## config.mk

```make
export PLATFORM = sky130hd
export DESIGN_NAME = los_alarm_monitor
export DESIGN_NICKNAME = d
export VERILOG_FILES = /design/src/rtl/los_mon_pkg.sv /design/src/rtl/los_ms_tick.sv /design/src/rtl/los_edge_sync.sv /design/src/rtl/los_miss_det.sv /design/src/rtl/los_val_timer.sv /design/src/rtl/los_alarm_merge.sv /design/src/rtl/los_alarm_monitor.sv
export SDC_FILE = /design/constraint.sdc
export NUM_CORES = 1
export LEC_CHECK = 0
export ABC_AREA = 1
export BUFFER_PORTS_ARGS = -buffer_cell sky130_fd_sc_hd__buf_2
export CORE_MARGIN = 1.5
export CORE_UTILIZATION = 30
export DETAILED_ROUTE_END_ITERATION = 10
export PLACE_DENSITY = 0.5
export SLEW_MARGIN = 0
export SYNTH_ARGS = -nofsm -noshare
export SYNTH_HDL_FRONTEND = slang
export SYNTH_SLANG_ARGS = --single-unit
```

## constraint.sdc

```tcl
create_clock -name clk_ref -period 4.11 [get_ports clk_ref]
set_clock_uncertainty 0.05 [all_clocks]
set_input_delay 0.6165 -clock clk_ref [delete_from_list [all_inputs] [get_ports clk_ref]]
set_output_delay 0.6165 -clock clk_ref [all_outputs]
set_load 0.1 [all_outputs]
```

## src/rtl/los_mon_pkg.sv

```systemverilog
package los_mon_pkg;

  typedef enum logic [1:0] {
    DET_OFF  = 2'b00,
    DET_RSVD = 2'b01,
    DET_ALT  = 2'b10,
    DET_STD  = 2'b11
  } det_mode_e;

  // monitoring is live only for the two detector codes
  function automatic logic det_active(input logic [1:0] m);
    return (m == DET_ALT) || (m == DET_STD);
  endfunction

  // gap length (reference cycles) that counts as a missing pulse
  function automatic int unsigned det_limit(input logic [1:0] m,
                                            input int unsigned thr_std,
                                            input int unsigned thr_alt);
    return (m == DET_ALT) ? thr_alt : thr_std;
  endfunction

  // validation interval in milliseconds for a select code
  function automatic int unsigned val_ms(input logic [1:0] sel,
                                         input int unsigned v00,
                                         input int unsigned v01,
                                         input int unsigned v10,
                                         input int unsigned v11);
    case (sel)
      2'b00:   return v00;
      2'b01:   return v01;
      2'b10:   return v10;
      default: return v11;
    endcase
  endfunction

  function automatic int unsigned umax(input int unsigned a, input int unsigned b);
    return (a > b) ? a : b;
  endfunction

endpackage

```

## src/rtl/los_ms_tick.sv

```systemverilog
module los_ms_tick #(
  parameter int unsigned CYC_PER_MS = 50000
) (
  input  logic clk,
  input  logic rst,
  output logic tick_o
);
  localparam int unsigned PW = (CYC_PER_MS > 1) ? $clog2(CYC_PER_MS) : 1;

  logic [PW-1:0] pcnt;
  logic          wrap;

  assign wrap   = (pcnt == PW'(CYC_PER_MS - 1));
  assign tick_o = wrap;

  always_ff @(posedge clk) begin
    if (rst)       pcnt <= '0;
    else if (wrap) pcnt <= '0;
    else           pcnt <= pcnt + 1'b1;
  end
endmodule

```

## src/rtl/los_edge_sync.sv

```systemverilog
module los_edge_sync (
  input  logic clk,
  input  logic rst,
  input  logic async_i,
  output logic tog_o
);
  // [0],[1] form the two-flop synchroniser, [2] holds the previous safe level
  logic [2:0] shr;

  always_ff @(posedge clk) begin
    if (rst) shr <= '0;
    else     shr <= {shr[1:0], async_i};
  end

  assign tog_o = shr[2] ^ shr[1];
endmodule

```

## src/rtl/los_miss_det.sv

```systemverilog
module los_miss_det
  import los_mon_pkg::*;
#(
  parameter int unsigned THR_STD = 16,
  parameter int unsigned THR_ALT = 64
) (
  input  logic       clk,
  input  logic       rst,
  input  logic [1:0] mode_i,
  input  logic       tog_i,
  output logic       active_o,
  output logic       miss_o
);
  localparam int unsigned TMAX = umax(THR_STD, THR_ALT);
  localparam int unsigned CW   = $clog2(TMAX + 1);

  logic [CW-1:0] gap_q;
  logic [CW-1:0] lim;

  assign active_o = det_active(mode_i);
  assign lim      = CW'(det_limit(mode_i, THR_STD, THR_ALT) - 1);
  // >= so that a switch to the shorter threshold fires at once on a long gap
  assign miss_o   = active_o && !tog_i && (gap_q >= lim);

  always_ff @(posedge clk) begin
    if (rst || !active_o || tog_i || miss_o) gap_q <= '0;
    else                                     gap_q <= gap_q + 1'b1;
  end
endmodule

```

## src/rtl/los_val_timer.sv

```systemverilog
module los_val_timer
  import los_mon_pkg::*;
#(
  parameter int unsigned VAL_MS_00 = 2,
  parameter int unsigned VAL_MS_01 = 100,
  parameter int unsigned VAL_MS_10 = 200,
  parameter int unsigned VAL_MS_11 = 13000
) (
  input  logic       clk,
  input  logic       rst,
  input  logic       active_i,
  input  logic       miss_i,
  input  logic       tick_i,
  input  logic [1:0] sel_i,
  output logic       alarm_o,
  output logic       alarm_nx_o
);
  localparam int unsigned VMAX = umax(umax(VAL_MS_00, VAL_MS_01), umax(VAL_MS_10, VAL_MS_11));
  localparam int unsigned MW   = $clog2(VMAX + 1);

  logic [MW-1:0] ms_q, ms_d;
  logic [MW-1:0] tgt;
  logic          al_q, al_d;

  assign tgt = MW'(val_ms(sel_i, VAL_MS_00, VAL_MS_01, VAL_MS_10, VAL_MS_11) - 1);

  always_comb begin
    al_d = al_q;
    ms_d = ms_q;
    if (!active_i) begin
      al_d = 1'b0;
      ms_d = '0;
    end else if (miss_i) begin
      al_d = 1'b1;
      ms_d = '0;
    end else if (al_q && tick_i) begin
      if (ms_q >= tgt) begin
        al_d = 1'b0;
        ms_d = '0;
      end else begin
        ms_d = ms_q + 1'b1;
      end
    end
  end

  always_ff @(posedge clk) begin
    if (rst) begin
      al_q <= 1'b0;
      ms_q <= '0;
    end else begin
      al_q <= al_d;
      ms_q <= ms_d;
    end
  end

  assign alarm_o    = al_q;
  assign alarm_nx_o = al_d;
endmodule

```

## src/rtl/los_alarm_merge.sv

```systemverilog
module los_alarm_merge #(
  parameter int unsigned N_IN = 2
) (
  input  logic            clk,
  input  logic            rst,
  input  logic [N_IN-1:0] alarm_nx_i,
  output logic            summary_o
);
  always_ff @(posedge clk) begin
    if (rst) summary_o <= 1'b0;
    else     summary_o <= |alarm_nx_i;
  end
endmodule

```

## src/rtl/los_alarm_monitor.sv

```systemverilog
module los_alarm_monitor #(
  parameter int unsigned N_IN       = 2,
  parameter int unsigned CYC_PER_MS = 50000,
  parameter int unsigned THR_STD    = 16,
  parameter int unsigned THR_ALT    = 64,
  parameter int unsigned VAL_MS_00  = 2,
  parameter int unsigned VAL_MS_01  = 100,
  parameter int unsigned VAL_MS_10  = 200,
  parameter int unsigned VAL_MS_11  = 13000
) (
  input  logic              clk_ref,
  input  logic              rst,
  input  logic [N_IN-1:0]   mon_clk_i,
  input  logic [2*N_IN-1:0] mode_i,
  input  logic [1:0]        valsel_i,
  output logic [N_IN-1:0]   alarm_o,
  output logic              summary_o
);
  // named internal events, observed by the bound checker
  logic              tick_ms;
  logic [N_IN-1:0]   tog_evt;
  logic [N_IN-1:0]   miss_evt;
  logic [N_IN-1:0]   en_vec;
  logic [N_IN-1:0]   alarm_nx;

  los_ms_tick #(.CYC_PER_MS(CYC_PER_MS)) u_tick (
    .clk    (clk_ref),
    .rst    (rst),
    .tick_o (tick_ms)
  );

  for (genvar gi = 0; gi < N_IN; gi++) begin : g_lane
    los_edge_sync u_sync (
      .clk     (clk_ref),
      .rst     (rst),
      .async_i (mon_clk_i[gi]),
      .tog_o   (tog_evt[gi])
    );

    los_miss_det #(.THR_STD(THR_STD), .THR_ALT(THR_ALT)) u_det (
      .clk      (clk_ref),
      .rst      (rst),
      .mode_i   (mode_i[2*gi +: 2]),
      .tog_i    (tog_evt[gi]),
      .active_o (en_vec[gi]),
      .miss_o   (miss_evt[gi])
    );

    los_val_timer #(
      .VAL_MS_00 (VAL_MS_00),
      .VAL_MS_01 (VAL_MS_01),
      .VAL_MS_10 (VAL_MS_10),
      .VAL_MS_11 (VAL_MS_11)
    ) u_val (
      .clk        (clk_ref),
      .rst        (rst),
      .active_i   (en_vec[gi]),
      .miss_i     (miss_evt[gi]),
      .tick_i     (tick_ms),
      .sel_i      (valsel_i),
      .alarm_o    (alarm_o[gi]),
      .alarm_nx_o (alarm_nx[gi])
    );
  end

  los_alarm_merge #(.N_IN(N_IN)) u_merge (
    .clk        (clk_ref),
    .rst        (rst),
    .alarm_nx_i (alarm_nx),
    .summary_o  (summary_o)
  );
endmodule

```

**After elaboration in Yosys (flattened, before gate mapping)**

Index checks and enable logic that the tools add are counted.

- Register bits: 67
- Latch bits: 0
- Bits in writable memories: 0
- Bits in read-only memories: 0
- Input port bits: 10
- Output and inout bits: 3
- Word-level logic and storage cells: 69
- Memories: 0

- Add/subtract/negate cells: 8
- Multiply operators: 0
- Divide/modulo/power cells: 0
- Magnitude comparators: 4
- Equal/unequal tests: 7
- Shift-type cells: 0
- Mux-type cells: 13
- Bitwise gates (word level): 4
- Reductions and logical operators: 23

Operators with widths:

| cell | number |
|---|---|
| case mux 14 bit (3 select lines) | 1 |
| adder 14 x 1 -> 14 bit (second input constant) | 2 |
| greater-or-equal comparator 14 bit | 2 |
| 2-to-1 mux 14 bit | 2 |
| adder 16 x 1 -> 16 bit (second input constant) | 1 |
| == test 16 bit (second input constant) | 1 |
| adder 7 x 1 -> 7 bit (second input constant) | 2 |
| greater-or-equal comparator 7 bit | 2 |
| 2-to-1 mux 7 bit | 2 |
| subtractor 14 x 1 -> 14 bit (second input constant) | 1 |
| subtractor 7 x 1 -> 7 bit (second input constant) | 2 |
| == test 2 bit (second input constant) | 5 |
| logical OR 1 bit | 8 |
| 2-to-1 mux 1 bit | 8 |
| logical AND 1 bit | 6 |
| OR reduction 3 bit | 2 |
| zero test 1 bit | 4 |
| OR reduction 2 bit | 2 |
| == test 2 x 1 -> 1 bit (second input constant) | 1 |
| zero test 2 bit | 1 |
| NOT 1 bit | 2 |
| bitwise XOR 1 bit | 2 |

**Depth between registers and ports, before layout**

- Word-level depth: 9
- Mapped depth: 18
- Mapped depth without buffers: 17

**By module**

From an unflattened synthesis, not the netlist that was laid out.

- Cells, all modules: 589
- Area total of the unflattened synthesis: 4105.2 µm²

By module, submodules not included:

| module | instances | cells each | area an instance (µm²) | seq. area each (µm²) |
|---|---|---|---|---|
| los_val_timer | 2 | 160 | 1076.0 | 300.3 |
| los_miss_det | 2 | 55 | 435.4 | 140.1 |
| los_ms_tick | 1 | 130 | 859.6 | 320.3 |
| los_edge_sync | 2 | 13 | 97.6 | 60.1 |
| los_alarm_merge | 1 | 3 | 27.5 | 20.0 |

**Worst setup path before layout**

OpenSTA, ideal clock, no wires.

- Kind: input to register
- Start: in valsel_i[1]
- End: reg g_lane[0].u_val.ms_q[10]
- Library setup time: 114 ps
- Data arrival time: 2207 ps
- Data required time: 3946 ps
- Slack: 1739 ps
- Stages on the path: 12
- Path buffers: 1
- Cells stage by stage: buf_6 nor2_1 inv_1 ha_1 ha_1 nand4_1 nand3_1 nand2_1 nand2_1 nand3_1 inv_1 nor2_1

- Longest elaborated chain between the ends: 5
- Elaborated cells between the ends (all ways): 7
- Classes of those cells: 1 x add/sub; 1 x order compare; 2 x eq/ne; 2 x mux; 1 x reduce/logical

RTL lines:

| element | RTL line | RTL |
|---|---|---|
| start, declared | los_alarm_monitor.sv:15 | `input logic [1:0] valsel_i,` |
| == test 2 bit, or another cell as far along | los_mon_pkg.sv:28 | `case (sel)` |
| case mux 14 bit (3 select lines) * | los_mon_pkg.sv:28 |  |
| subtractor 14 x 1 -> 14 bit * | los_val_timer.sv:25 | `assign tgt = MW'(val_ms(sel_i, VAL_MS_00, VAL_MS_01, VAL_MS_10, VAL_MS_11) - 1);` |
| greater-or-equal comparator 14 bit * | los_val_timer.sv:37 | `if (ms_q >= tgt) begin` |
| 2-to-1 mux 14 bit * | los_val_timer.sv:37 |  |
| end signal, assigned | los_val_timer.sv:52 | `ms_q <= ms_d;` |
| end, declared | los_val_timer.sv:21 | `logic [MW-1:0] ms_q, ms_d;` |

Every way passes the cells marked *; elsewhere a longest branch is shown, timed or not.
A chain may end at the register's enable or synchronous reset.

**Worst setup path in the final report**

- Start: in valsel_i[1]
- End: reg g_lane[0].u_val.ms_q[8]

Same word-level chain as after synthesis.

==> flow_metrics.py <==
metrics = {
    "run_status": {
        "outcome": "completed",
    },
    "routing": {
        "routed-via-count": 3482,
        "detail_route.first_pass.iterations": 4,
        "totalWireLength_mm": 8.809,
        "detailedRoute.firstIterationViolations": 101,
        "drc_errors": 0,
        "routedWlPerCell_um": 11.47,
        "detail_route_antenna_nets": 0,
        "via_density_per_instance": 4.534,
    },
    "synth": {
        "post-synth-top-area-fraction": 0.3318,
        "synth.area.top_cells": "dfxtp_1 (33%), nand2_1 (9.5%), ha_1 (8.7%)",
        "post_synth_edffs": 0,
        "ys.warnings.count": 0,
        "netlist_instances": 567,
        "ys_async_sr_fraction": 0,
        "syn-mean-instance-area_um2": 7.130,
        "synth.cell_area_um2": 4043,
        "synth.most_common_cell": "nand2_1",
        "synth_area_leader_cell": "dfxtp_1",
        "ys_dominant_reg_cell": "dfxtp_1",
        "synth-seq-cells": 67,
        "synth_cell_types": 48,
        "synth_common_cells": "nand2_1 (102), inv_1 (88), nor2_1 (68), dfxtp_1 (67), nand3_1 (45)",
        "ys_seq_area_frac": 0.3318,
    },
    "critical_path": {
        "start_kind": "input pin",
        "path_class": "in -> reg",
        "timing.critical_path.to_type": "flip-flop",
        "slowest_cp_cell": "nor2_1",
        "crit_path_max_fanout": 9,
        "path_buf_inv": 3,
        "worst-endpoint-required_ns": 4.29,
        "worstPathCellList": "buf_2 -> nor2_1 -> inv_1 -> ha_1 -> ha_1 -> nand4_1 -> nand3_1 -> nand2_1 -> nand2_1 -> nand3_1 -> inv_1 -> nor2_1",
        "critical-path-top-delay-family": "simple AND/OR/NAND/NOR gates",
        "slowest_delay_ns": 0.31,
        "ff2ff_path_depth": 9,
        "critical_path_cell_count": 12,
        "critical_path_arrival_ns": 2.62,
    },
    "finish": {
        "num-nets-final": 626,
        "n_fill_cell": 1391,
        "finalInstanceArea_um2": 4594,
        "final_util": 0.3483,
        "antenna_diode_count": 0,
        "final_layout_size_suffix_gt1_frac": 0.1216,
        "area_delta_synth_final_pct": 13.65,
    },
    "global_route": {
        "antenna_violations_before_repair": 0,
        "groute.usage.overall": 0.1346,
        "number_of_global_route_vias_before_repair": 3352,
        "global_route.overflow_total": 0,
        "grt_max_degree": 11,
        "global_route_wire_length_before_repair_mm": 15.42,
    },
    "timing": {
        "fin_ws_ns": 1.668,
        "timing.final.crit_share": 0.5942,
        "setup_viol": 0,
        "achievable-frequency_mhz": 409.4,
        "final_period_demand_of_the_worst_path_ns": 2.442,
        "grt_setup_unrepaired": "false",
        "aggregate_negative_setup_slack_ns": 0,
        "hold_viol_final": 0,
        "maxSlewViolCount": 0,
    },
    "cts": {
        "cts_max_path_buffers": 2,
        "cts_buffers": 9,
        "worst_setup_hold_path_clk_slew_ns": 0.06,
        "htree_levels": 3,
        "tritoncts_clock_tree": "yes",
        "cts-root-buf": "clkbuf_16",
        "cts-resized-gates": 0,
        "clk-insertion-delay-late_ns": 0.33,
        "cts_num_sinks": 67,
        "post-cts-setup-buffers": 0,
        "cts.hold.buffers_added": 0,
    },
    "floorplanning": {
        "die_x_um": 119.1,
        "fp.dieH_um": 119.1,
        "placementRows": 42,
        "floorplan.die_area_um2": 14180,
        "top_level_ports": 13,
        "start_util": 0.3065,
        "placeableCoreArea_um2": 13190,
    },
    "job": {
        "timing.max_cap.violations": 0,
    },
    "placement": {
        "dp_hpwl_mm": 6.953,
        "placedInstanceArea_um2": 4299,
        "buffer_ports.inserted": 12,
        "detailedPlace.worstSlack_ns": 1.304,
        "gp_routability_congestion": 0.8155,
    },
    "min_path": {
        "whs_path_depth": 2,
        "hold_path_class": "reg -> reg",
    },
    "pwr": {
        "power.leakage_nw": 2.004,
        "vdd_ir_drop_max_mv": 0.1554,
        "power_per_unit_of_standard_cell_area_nw_per_um2": 326.3,
    },
}
-- layout by cell type, fill, tap and decap left out, types with 3 or more instances in the layout --
| master | n |
|---|---|
| nand4_1 | 20 |
| or2_2 | 4 |
| inv_1 | 88 |
| ha_1 | 28 |
| nor3_2 | 6 |
| xor2_1 | 12 |
| nor3_1 | 15 |
| o21ai_1 | 4 |
| and3_1 | 3 |
| nor2_2 | 5 |
| nor3b_1 | 4 |
| nor2_1 | 68 |
| nand3_1 | 45 |
| nand2_1 | 102 |
| buf_2 | 12 |
| dfxtp_1 | 67 |
| conb_1 | 4 |
| xnor2_1 | 3 |
| clkbuf_16 | 9 |
| nor2_4 | 3 |
| nand2_2 | 6 |
| o21ai_0 | 12 |
| inv_2 | 11 |
| a21oi_1 | 26 |
-- layout make-up --
type	instances	area, um2	area share
multi-input combinational	398	2302	0.5011
tap	176	220.2	0.04793
clock buffer	13	260.3	0.05664
sequential	67	1341	0.2919
inverter	100	375.4	0.08170
timing repair buffer	12	60.06	0.01307
clock inverter	2	35.03	0.007625
-- worst min-delay path: cells and delay by family (launching register included) --
kind | cells | cell delay, ns
flops | 1 | 0.29
buf+inv | 1 | 0.04
simple gates | 1 | 0.03
-- kinds of logic after synthesis --
kind of cell | Yosys count | synth area share
AO/OA/AOI/OAI | 52 | 0.07057
XOR/XNOR | 15 | 0.03250
adder cells (fa/ha/maj) | 28 | 0.08666
buffers and inverters | 105 | 0.1015
flip-flops | 67 | 0.3318
other | 1 | 0.0009276
AND/OR/NAND/NOR | 299 | 0.3760
-- flip-flops by register name, indices dropped and copies added, names as in the netlist --
name / cells
u_tick.pcnt: 16
g_lane.u_val.alarm_o: 2
g_lane.u_det.gap_q: 14
u_merge.summary_o: 1
g_lane.u_val.ms_q: 28
g_lane.u_sync.shr: 6
-- metal layers --
metal / up-vias / GRT usage / wire length, um
met5: - / 0 / 0
met4: 0 / 0.04292 / 122
met3: 11 / 0.03209 / 265
met2: 43 / 0.2146 / 3853
met1: 1550 / 0.1793 / 4568
li1: 1878 / - / -
-- through the flow --
stage / hold slack, ns / total power [mW] / instances
after detailed placement: 0.3442 / 0.7371 / 753
after global placement: 0.3429 / 0.7355 / 753
after CTS: 0.3515 / 1.514 / 768
after floorplan: 0.3383 / 0.7199 / 570
after global routing: 0.3797 / 1.551 / 768
final: 0.3529 / 1.499 / 768
-- report_power, final --
group / leakage, nW / total (mW) / internal (mW) / switching, mW
logic: 1.32 / 0.0619 / 0.0210 / 0.0409
clock network: 0.146 / 0.777 / 0.499 / 0.278
registers: 0.542 / 0.661 / 0.657 / 0.00402
total: 2.00 / 1.50 / 1.18 / 0.323
-- final timing paths --
kind	from	endpoint	slack, ns
max	valsel_i[1]	g_lane[0].u_val.ms_q[8]	1.67
min	g_lane[0].u_sync.shr[0]	g_lane[0].u_sync.shr[1]	0.35
max reg2reg	g_lane[0].u_val.ms_q[9]	g_lane[0].u_val.ms_q[8]	2.11
min reg2reg	g_lane[0].u_sync.shr[0]	g_lane[0].u_sync.shr[1]	0.35
No activity file was read; power rests on OpenSTA's default activity.
